<file path="config.mk">
export PLATFORM = sky130hd
export DESIGN_NAME = rail_track_ref
export DESIGN_NICKNAME = d
export VERILOG_FILES = /design/src/rtl/rtp_pkg.sv /design/src/rtl/rtp_master_scale.sv /design/src/rtl/rtp_mode_ctl.sv /design/src/rtl/rtp_slew.sv /design/src/rtl/rail_track_ref.sv
export SDC_FILE = /design/constraint.sdc
export NUM_CORES = 1
export LEC_CHECK = 0
export ABC_AREA = 1
export BUFFER_PORTS_ARGS = -buffer_cell sky130_fd_sc_hd__buf_2
export CAP_MARGIN = 20
export CORE_ASPECT_RATIO = 0.7
export CORE_UTILIZATION = 37
export CTS_CLUSTER_SIZE = 40
export DETAILED_ROUTE_END_ITERATION = 10
export PLACE_DENSITY_LB_ADDON = 0.05
export SETUP_SLACK_MARGIN = 0.5
export SKIP_LAST_GASP = 1
export SLEW_MARGIN = 20
export SYNTH_ARGS = -nofsm -noshare
export SYNTH_HDL_FRONTEND = slang
export SYNTH_HIERARCHICAL = 1
export SYNTH_SLANG_ARGS = --single-unit
</file>
<file path="constraint.sdc">
create_clock -name clk -period 4.35 [get_ports clk]
set_input_delay 0.87 -clock clk [delete_from_list [all_inputs] [get_ports clk]]
set_output_delay 0.87 -clock clk [all_outputs]
set_load 0.01 [all_outputs]
</file>
<file path="src/rtl/rtp_pkg.sv">
package rtp_pkg;
   typedef enum logic {
      MODE_FOLLOW   = 1'b0,
      MODE_REGULATE = 1'b1
   } rtp_mode_e;
endpackage

</file>
<file path="src/rtl/rtp_master_scale.sv">
module rtp_master_scale #(
   parameter int N_RAILS    = 4,
   parameter int REF_W      = 12,
   parameter int RATIO_W    = 8,
   parameter int RATIO_FRAC = 7,
   parameter int SEL_W      = 3
) (
   input  logic [SEL_W-1:0]         src_sel,
   input  logic [N_RAILS*REF_W-1:0] rails_ref,
   input  logic [REF_W-1:0]         ext_track,
   input  logic [RATIO_W-1:0]       ratio,
   output logic                     indep,
   output logic [REF_W-1:0]         scaled
);
   localparam int PROD_W = REF_W + RATIO_W;

   logic [REF_W-1:0]  rail_arr [N_RAILS];
   logic [REF_W-1:0]  master;
   logic [PROD_W-1:0] prod;
   logic [PROD_W-1:0] shifted;

   for (genvar k = 0; k < N_RAILS; k++) begin : g_unpack
      assign rail_arr[k] = rails_ref[k*REF_W +: REF_W];
   end

   always_comb begin
      master = ext_track;
      indep  = 1'b0;
      if (int'(src_sel) < N_RAILS)
         master = rail_arr[src_sel];
      else if (int'(src_sel) > N_RAILS)
         indep = 1'b1;
   end

   assign prod    = PROD_W'(master) * PROD_W'(ratio);
   assign shifted = prod >> RATIO_FRAC;

   if (RATIO_W > RATIO_FRAC) begin : g_clamp
      assign scaled = (|shifted[PROD_W-1:REF_W]) ? {REF_W{1'b1}} : shifted[REF_W-1:0];
   end else begin : g_noclamp
      assign scaled = shifted[REF_W-1:0];
   end
endmodule

</file>
<file path="src/rtl/rtp_mode_ctl.sv">
module rtp_mode_ctl
   import rtp_pkg::*;
#(
   parameter int REF_W     = 12,
   parameter int HYST_CODE = 20
) (
   input  logic             clk,
   input  logic             rst_n,
   input  logic             tick,
   input  logic             indep,
   input  logic [REF_W-1:0] scaled,
   input  logic [REF_W-1:0] target,
   output rtp_mode_e        mode_d,
   output rtp_mode_e        mode_q
);
   localparam int CW = REF_W + 2;

   logic above;
   logic below_band;

   assign above      = scaled > target;
   assign below_band = (CW'(scaled) + CW'(HYST_CODE)) < CW'(target);

   always_comb begin
      mode_d = mode_q;
      if (indep)
         mode_d = MODE_REGULATE;
      else if (mode_q == MODE_FOLLOW && above)
         mode_d = MODE_REGULATE;
      else if (mode_q == MODE_REGULATE && below_band)
         mode_d = MODE_FOLLOW;
   end

   always_ff @(posedge clk or negedge rst_n) begin
      if (!rst_n)
         mode_q <= MODE_FOLLOW;
      else if (tick)
         mode_q <= mode_d;
   end

   assert_enter_reg_R4: assert property (@(posedge clk) disable iff (!rst_n)
      (tick && mode_q == MODE_FOLLOW && scaled > target) |=> mode_q == MODE_REGULATE);

   assert_band_hold_R5: assert property (@(posedge clk) disable iff (!rst_n)
      (tick && mode_q == MODE_REGULATE &&
       (CW'(scaled) + CW'(HYST_CODE) >= CW'(target))) |=> mode_q == MODE_REGULATE);

   assert_mode_quiet_R7: assert property (@(posedge clk) disable iff (!rst_n)
      !tick |=> $stable(mode_q));
endmodule

</file>
<file path="src/rtl/rtp_slew.sv">
module rtp_slew #(
   parameter int REF_W     = 12,
   parameter int SLEW_MAX  = 16,
   parameter int FOLD_STEP = 32
) (
   input  logic             clk,
   input  logic             rst_n,
   input  logic             tick,
   input  logic             sat_flag,
   input  logic             ilim_flag,
   input  logic [REF_W-1:0] goal,
   output logic [REF_W-1:0] ref_q
);
   localparam int              XW     = REF_W + 1;
   localparam logic [REF_W-1:0] SLEW_C = REF_W'(SLEW_MAX);
   localparam logic [REF_W-1:0] FOLD_C = REF_W'(FOLD_STEP);

   logic [REF_W-1:0] ref_d;

   always_comb begin
      ref_d = ref_q;
      if (ilim_flag)
         ref_d = (ref_q > FOLD_C) ? ref_q - FOLD_C : '0;
      else if (sat_flag)
         ref_d = ref_q;
      else if (goal > ref_q)
         ref_d = (goal - ref_q > SLEW_C) ? ref_q + SLEW_C : goal;
      else if (goal < ref_q)
         ref_d = (ref_q - goal > SLEW_C) ? ref_q - SLEW_C : goal;
   end

   always_ff @(posedge clk or negedge rst_n) begin
      if (!rst_n)
         ref_q <= '0;
      else if (tick)
         ref_q <= ref_d;
   end

   assert_slew_bound_R6: assert property (@(posedge clk) disable iff (!rst_n)
      (tick && !ilim_flag) |=>
         (XW'(ref_q) <= XW'($past(ref_q)) + XW'(SLEW_MAX)) &&
         (XW'(ref_q) + XW'(SLEW_MAX) >= XW'($past(ref_q))));

   assert_ref_quiet_R7: assert property (@(posedge clk) disable iff (!rst_n)
      !tick |=> $stable(ref_q));

   assert_sat_hold_R8: assert property (@(posedge clk) disable iff (!rst_n)
      (tick && sat_flag && !ilim_flag) |=> $stable(ref_q));

   assert_fold_down_R9: assert property (@(posedge clk) disable iff (!rst_n)
      (tick && ilim_flag && ref_q != '0) |=> ref_q < $past(ref_q));
endmodule

</file>
<file path="src/rtl/rail_track_ref.sv">
module rail_track_ref
   import rtp_pkg::*;
#(
   parameter int N_RAILS    = 4,
   parameter int REF_W      = 12,
   parameter int RATIO_W    = 8,
   parameter int RATIO_FRAC = 7,
   parameter int HYST_CODE  = 20,
   parameter int SLEW_MAX   = 16,
   parameter int FOLD_STEP  = 32,
   parameter int SEL_W      = $clog2(N_RAILS + 2)
) (
   input  logic                     clk,
   input  logic                     rst_n,
   input  logic                     tick,
   input  logic [SEL_W-1:0]         src_sel,
   input  logic [N_RAILS*REF_W-1:0] rails_ref,
   input  logic [REF_W-1:0]         ext_track,
   input  logic [RATIO_W-1:0]       ratio,
   input  logic [REF_W-1:0]         target,
   input  logic                     sat_flag,
   input  logic                     ilim_flag,
   output logic [REF_W-1:0]         ref_code,
   output logic                     gain_reg
);
   if (N_RAILS < 1) begin : g_chk_rails
      $error("N_RAILS must be at least 1");
   end
   if (RATIO_FRAC > RATIO_W) begin : g_chk_frac
      $error("RATIO_FRAC exceeds RATIO_W");
   end
   if (SLEW_MAX < 1 || SLEW_MAX >= (1 << REF_W)) begin : g_chk_slew
      $error("SLEW_MAX out of range");
   end
   if (HYST_CODE < 0 || HYST_CODE >= (1 << REF_W)) begin : g_chk_hyst
      $error("HYST_CODE out of range");
   end
   if ((1 << SEL_W) < N_RAILS + 2) begin : g_chk_sel
      $error("SEL_W too narrow for sources");
   end

   logic             indep;
   logic [REF_W-1:0] scaled;
   logic [REF_W-1:0] goal;
   rtp_mode_e        mode_d;
   rtp_mode_e        mode_q;

   rtp_master_scale #(
      .N_RAILS(N_RAILS), .REF_W(REF_W), .RATIO_W(RATIO_W),
      .RATIO_FRAC(RATIO_FRAC), .SEL_W(SEL_W)
   ) u_scale (
      .src_sel(src_sel), .rails_ref(rails_ref), .ext_track(ext_track),
      .ratio(ratio), .indep(indep), .scaled(scaled)
   );

   rtp_mode_ctl #(
      .REF_W(REF_W), .HYST_CODE(HYST_CODE)
   ) u_mode (
      .clk(clk), .rst_n(rst_n), .tick(tick), .indep(indep),
      .scaled(scaled), .target(target), .mode_d(mode_d), .mode_q(mode_q)
   );

   assign goal = (mode_d == MODE_REGULATE) ? target : scaled;

   rtp_slew #(
      .REF_W(REF_W), .SLEW_MAX(SLEW_MAX), .FOLD_STEP(FOLD_STEP)
   ) u_slew (
      .clk(clk), .rst_n(rst_n), .tick(tick), .sat_flag(sat_flag),
      .ilim_flag(ilim_flag), .goal(goal), .ref_q(ref_code)
   );

   assign gain_reg = (mode_q == MODE_REGULATE);

   assert_indep_reg_R2: assert property (@(posedge clk) disable iff (!rst_n)
      (tick && int'(src_sel) > N_RAILS) |=> gain_reg);

   assert_top_max_R10: assert property (@(posedge clk) disable iff (!rst_n)
      (tick && !gain_reg && target == {REF_W{1'b1}} && int'(src_sel) <= N_RAILS) |=> !gain_reg);
endmodule

</file>
==> results of run 1 <==
[final cells by class]
class	count	area, um2
Multi-Input combinational cell	910	7290
Fill cell	1796	7240
Timing Repair Buffer	402	3010
Inverter	242	950
Tap cell	264	330
Sequential cell	13	325
Clock buffer	4	78.8
Timing Repair inverter	1	6.26
[layer usage]
layer / track usage / vias to the layer above / part of all wire
met3: 0.0448 / 8 / 0.085
met4: 0.0156 / 0 / 0.0039
met2: 0.373 / 295 / 0.38
met1: 0.456 / 4122 / 0.53
met5: 0 / - / 0
li1: - / 4457 / -
[logic make-up (layout without fill, tap and decap cells)]
kind of cell | count (synthesis) | after routing
simple gates | 606 | 607
buf+inv | 264 | 649
fa+ha+maj | 149 | 149
compound gates | 119 | 119
xor+xnor | 33 | 33
flops | 13 | 13
mux | 2 | 2
[registers in the layout (all words and copies together) (netlist names)]
| name | cells |
|---|---|
| u_slew/ref_q | 12 |
| u_mode/mode_q | 1 |
[cell usage after synthesis, drive strengths merged, types with 2 or more instances]
cell and number:
dfrtp 13, a21o 2, o221ai 8, clkbuf 11
nand4 8, nor3 9, clkinv 6, nand2 325
a21oi 46, xnor2 8, xor2 25, ha 89
o21bai 5, nand3 97, inv 236, mux2i 2
o21a 4, buf 11, or2 6, o21ai 47
fa 60, nor2 157, nor4 3, o22ai 3
[metrics by stage]
| stage | cells | setup slack (ns) | area, um2 | TNS (ns) |
|---|---|---|---|---|
| final | 1836 | -4.56 | 12000 | -56.65 |
| after floorplan | 1186 | -4.46 | 7700 | -54.90 |
| after detailed placement | 1758 | -5.31 | 10100 | -66.57 |
| after global routing | 1836 | -4.98 | 12000 | -62.16 |
| after CTS | 1819 | -4.22 | 11500 | -52.48 |
| after global placement | 1758 | -5.25 | 10100 | -65.87 |
[layout by cell type, fill, tap and decap left out, types with 14 or more instances in the layout]
cell type / n
ha_1: 59
o21ai_1: 20
nand2_2: 57
inv_2: 34
a21oi_2: 18
o21ai_2: 14
nand3_1: 64
nor2_2: 29
nand2_1: 248
inv_1: 193
buf_4: 268
ha_4: 29
nor2_4: 25
buf_6: 27
nand2_4: 20
nand3_2: 26
buf_2: 97
fa_1: 54
a21oi_1: 23
xor2_1: 25
nor2_1: 103
[timing repair]
item / CTS / global route
endpoints found under the setup margin: 13 / 13
pin swaps: 104 / 79
gates resized for setup: 224 / 90
buffers inserted: 52 / 17
gates cloned: 5 / 0
[worst min path at each step]
stage / start / end / slack, ns / depth (start not counted)
4_1_cts: rst_n / u_slew/ref_q[9] / 0.52 / 1
5_1_grt: rst_n / u_slew/ref_q[8] / 0.53 / 1
3_3_place_gp: u_slew/ref_q[11] / u_slew/ref_q[11] / 0.54 / 2
2_1_floorplan: u_slew/ref_q[11] / u_slew/ref_q[11] / 0.55 / 2
3_5_place_dp: u_slew/ref_q[11] / u_slew/ref_q[11] / 0.53 / 2
6_report: rst_n / u_slew/ref_q[8] / 0.51 / 1
[critical path: cells and delay by family]
kind	cells	cell delay [ns]
AND/OR/NAND/NOR	27	2.24
XOR/XNOR	2	0.28
buffers and inverters	15	1.68
AO/OA/AOI/OAI	7	0.90
adder cells (fa/ha/maj)	8	3.03
==> metrics, run 1 <==
outcome finished with violations; largest net degree at the start of global routing 14; worst hold path type in2async; die footprint 20600 um2; Max Clk Rate 0.112 GHz; RSZ-0062 raised after global routing true; total number of vias 8882; Final setup viols 13; Initial Util 0.385; Site Rows 42; final setup skew 0.00186 ns; Synth async-reset ratio 1.00; Synth Area in Adders 0.313; antenna violations before repair 0; first-pass GRT wire length 44600 um; synth warn 6; worst-path fanout max 5; syn nets 1423; Port Buffers 100; simple-gate share of the synthesized area 0.367; CP Capture Type register; ratio of final minimum period to clock period 2.05; largest family of logic cells by synthesized area simple AND/OR/NAND/NOR gates; worst-margin pin slew 0.705 ns; Tmin final 8.91 ns; ys flop type dfrtp_1; CP Data Required Time 4.53 ns; Routed WL per cell 14.8 um; Final GP Congestion 0.987; Clock Tree Buf Depth 2; top post-synthesis cells by area fa_1 (16%), nand2_1 (15%), ha_1 (15%), inv_1 (11%), nor2_1 (7.2%); net total in the final layout 1810; vias in the first global route 8628; Synth top area share 0.162; Synth cell types 45; gr usage total 0.275; Gate Count Post-Synth 1186; Setup WS post-layout -4.56 ns; final core utilization 0.623; Slowest-stage cell, CP fa_1; CTS Root Cell clkbuf_16; Core Region 19200 um2; Synth Area in Compound Gates 0.0920; Max transition margin 0.528; register area share after synthesis 0.0439; proportion of layout cells with a drive suffix above 1 0.455; TritonCTS clock tree done; Worst Reg-to-Reg Cells 27; number of flops mapped to enable cells by yosys 0; Max stage delay on crit path 0.54 ns; initial drt markers 774; post-synthesis mux area share 0.00270; crit path to u_slew/ref_q[2]; # clock sinks 13; I/O pin cnt 101; Yosys reg bits 13; Skew-Pair Late Insertion Delay 0.25 ns; DP Wirelength 21900 um; Worst path most repeated cell nand2_1; drt pass-1 iters 6; Arr. time, crit path 9.09 ns; total wire length 27100 um; area growth from synthesis to layout 62.0%; fin. max-slew vios 0; H-Tree Depth 1; drt via density 4.84; Hold Buf Count CTS 0; Reg2Reg Setup Slack 0.98 ns; count of final hold-check violations 0; Startpoint Class input pin; failing checks setup timing; Syn Area/Cell 6.24 um2; clk slew on worst S/H paths 0.05 ns; Reg-to-Reg End u_slew/ref_q[2]; CTS buffer count 3; mapped cell area 7400 um2; Die Height 120 um; WS Path Type in2reg; xor-xnor portion of the synthesized cell area 0.0390; post-synth top area cell fa_1; worst reg2reg path startpoint u_mode/mode_q; Die W 171 um; hold_ws 0.510 ns; Remaining DRCs 0; diode count 0; grt ovf 0; MaxCap Viol Count 0; Final ANT Viol Nets 0; CP Launch Point src_sel[0]
Power of run 1 is left out: the tool's default activity adds up to more than one toggle a clock period on the data nets, which glitch-free logic cannot reach.
==> run 2, diff against run 1 <==
--- a/config.mk
+++ b/config.mk
@@ -5,7 +5,6 @@
 export SDC_FILE = /design/constraint.sdc
 export NUM_CORES = 1
 export LEC_CHECK = 0
-export ABC_AREA = 1
 export BUFFER_PORTS_ARGS = -buffer_cell sky130_fd_sc_hd__buf_2
 export CAP_MARGIN = 20
 export CORE_ASPECT_RATIO = 0.7
==> run 2 against run 1 <==
Against the previous run: the run still ends with setup timing left; die area fell by 5.0%; sequential share of layout area rose by 0.42 points; clock skew rose by 0.0023 ns; setup slack got worse by 1.6 ns; cell area fell by 13%; non-clock buffer count fell by 52; routed wire length fell by 16%; final cell count fell by 23%; synthesized area fell by 5.1%; critical path depth fell by 11; global-route usage fell by 3.5 points; flip-flop and latch count did not move; largest cell class unchanged; highest routed layer unchanged.
==> metrics, run 2 <==
most common cell after layout, fill and taps aside buf_4 (unchanged); worst-path fanout max 6 (was 5); diode count 0 (unchanged); Core Region 18300 um2 (was 19200 um2); syn nets 1092 (was 1423); most frequent cells in the layout buf_4 (236), inv_1 (112), buf_2 (99) (was buf_4 (268), nand2_1 (248), inv_1 (193)); Clock Tree Buf Depth 2 (unchanged); first-pass GRT wire length 37400 um (was 44600 um); drt via density 5.07 (was 4.84); Worst path most repeated cell buf_4 (was nand2_1); final setup skew 0.00420 ns (was 0.00186 ns); Gate Count Post-Synth 855 (was 1186); WS Path Type in2reg (unchanged); Final GP Congestion 0.886 (was 0.987); synth cell count leaders inv_1 (121), ha_1 (89), nor2b_1 (69), fa_1 (60), nand2_1 (53) (was nand2_1 (298), inv_1 (222), nor2_1 (141), ha_1 (89), nand3_1 (80)); # clock sinks 13 (unchanged); I/O pin cnt 101 (unchanged); worst-margin pin slew 0.518 ns (was 0.705 ns); xor-xnor portion of the synthesized cell area 0.0424 (was 0.0390); Port Buffers 100 (unchanged); post-synth top area cell fa_1 (unchanged); Startpoint Class input pin (unchanged); vias in the first global route 7108 (was 8628); clk slew on worst S/H paths 0.05 ns (about the same); final non-filler cell area 10400 um2 (was 12000 um2); Multi-input gate area 6750 um2 (was 7290 um2); Post-Place Setup Slack -6.73 ns (was -5.31 ns); mapped cell area 7030 um2 (was 7400 um2); CP Capture Type register (unchanged); Max stage delay on crit path 0.52 ns (was 0.54 ns); CTS buffer count 3 (unchanged); Setup WS post-layout -6.12 ns (was -4.56 ns); DP Wirelength 19300 um (was 21900 um); final core utilization 0.567 (was 0.623); Site Rows 41 (was 42); Initial Util 0.384 (was 0.385); simple-gate share of the synthesized area 0.220 (was 0.367); Routed WL per cell 16.2 um (was 14.8 um); RSZ-0062 raised after global routing true (unchanged); CP Data Required Time 4.47 ns (was 4.53 ns); Die W 167 um (was 171 um); Synth Area in Adders 0.329 (was 0.313); ratio of final minimum period to clock period 2.41 (was 2.05); Tmin final 10.47 ns (was 8.91 ns); Synth top area share 0.171 (was 0.162); buffers and inverters on the worst path 15 (unchanged); Slowest-stage cell, CP mux4_2 (was fa_1); count leader, synth inv_1 (was nand2_1); register area share after synthesis 0.0463 (was 0.0439); Skew-Pair Late Insertion Delay 0.25 ns (about the same); Synth Area in Compound Gates 0.186 (was 0.0920); grt ovf 0 (unchanged); total number of vias 7179 (was 8882); FILL cells 1707 (was 1796); antenna violations before repair 0 (unchanged); max reg flops 12 (unchanged); top post-synthesis cells by area fa_1 (17%), ha_1 (16%), inv_1 (6.5%), nor2b_1 (6.1%), dfrtp_1 (4.6%) (was fa_1 (16%), nand2_1 (15%), ha_1 (15%), inv_1 (11%), nor2_1 (7.2%)); MaxCap Viol Count 0 (unchanged); synth warn 6 (unchanged); total wire length 22900 um (was 27100 um); initial drt markers 528 (was 774); Yosys reg bits 13 (unchanged); Final ANT Viol Nets 0 (unchanged); top flop regs u_slew/ref_q: 12 flops, u_mode/mode_q: 1 flops (unchanged); Remaining DRCs 0 (unchanged); largest net degree at the start of global routing 15 (was 14); Post-DP Area 9600 um2 (was 10100 um2); count of final hold-check violations 0 (unchanged); ys flop type dfrtp_1 (unchanged); worst hold path type in2async (unchanged); die footprint 19600 um2 (was 20600 um2); gr usage total 0.240 (was 0.275); Max Clk Rate 0.0955 GHz (was 0.112 GHz); Die Height 117 um (was 120 um); proportion of layout cells with a drive suffix above 1 0.426 (was 0.455); Synth cell types 80 (was 45); CTS Root Cell clkbuf_16 (unchanged); drt pass-1 iters 5 (was 6); Most flops, register u_slew/ref_q (unchanged); failing checks setup timing (unchanged); hold_ws 0.521 ns (was 0.510 ns); net total in the final layout 1418 (was 1810); CP delay by family, top adder cells (unchanged); TritonCTS clock tree done (unchanged); Syn Area/Cell 8.22 um2 (was 6.24 um2); register area 325 um2 (unchanged); post-synthesis mux area share 0.0899 (was 0.00270); Synth async-reset ratio 1.00 (unchanged); Max transition margin 0.652 (was 0.528); H-Tree Depth 1 (unchanged); area growth from synthesis to layout 47.8% (was 62.0%); number of flops mapped to enable cells by yosys 0 (unchanged); Arr. time, crit path 10.59 ns (was 9.09 ns); fin. max-slew vios 0 (unchanged); largest family of logic cells by synthesized area adder cells (was simple AND/OR/NAND/NOR gates); outcome finished with violations (unchanged); Final setup viols 13 (unchanged)
[run 2: cell count changes in the layout (fill, tap and decap cells not counted), moves of 26 or more]
cell	delta
nor2b_1	+65
nand3_1	-49
buf_4	-32
inv_1	-81
inv_2	-26
nor2_1	-74
nand2_2	-52
nand2_1	-200
[run 2: worst paths after layout]
kind	start	endpoint	slack (ns)	cells after the start
worst min register to register	u_slew/ref_q[3]	u_slew/ref_q[3]	0.65	2
worst max register to register	u_mode/mode_q	u_slew/ref_q[11]	0.19	19
worst min-delay path	rst_n	u_slew/ref_q[11]	0.52	1
min in group clk	u_slew/ref_q[3]	u_slew/ref_q[3]	0.65	2
worst max-delay path	src_sel[0]	u_slew/ref_q[11]	-6.12	48
max in group asynchronous	rst_n	u_slew/ref_q[1]	3.57	1
[run 2: what timing repair did]
action | CTS | global route
pin swaps | 39 | 28
hold buffers | 0 | 0
cloned | 2 | 0
endpoints found under the setup margin | 13 | 13
buffers inserted | 23 | 6
gates resized for setup | 88 | 31
[run 2: final cells by class]
type,instances,share of cell area
multi-input combinational,692,0.650
timing repair buffer,350,0.238
inverter,121,0.0440
sequential,13,0.0313
tap,236,0.0284
clock buffer,4,0.00759
[run 2: kinds of logic (layout without fill, tap and decap cells)]
kind of cell / count (synthesis) / count (layout)
compound gates: 182 / 182
flops: 13 / 13
buf+inv: 150 / 475
fa+ha+maj: 149 / 149
mux: 43 / 43
xor+xnor: 34 / 34
simple gates: 284 / 284
[run 2: through the flow]
step,setup TNS [ns],cells
2_1_floorplan,-75.05,855
3_3_place_gp,-82.20,1381
3_5_place_dp,-83.46,1381
4_1_cts,-75.09,1410
5_1_grt,-80.44,1416
6_report,-75.50,1416
[run 2: metal layers]
layer,track usage,part of all wire,vias to the layer above
met3,0.0232,0.050,10
met2,0.334,0.38,165
met1,0.401,0.57,3398
li1,-,-,3606
met5,0,0,-
met4,0.0130,0.0044,0
Power of run 2 is left out for the same reason.
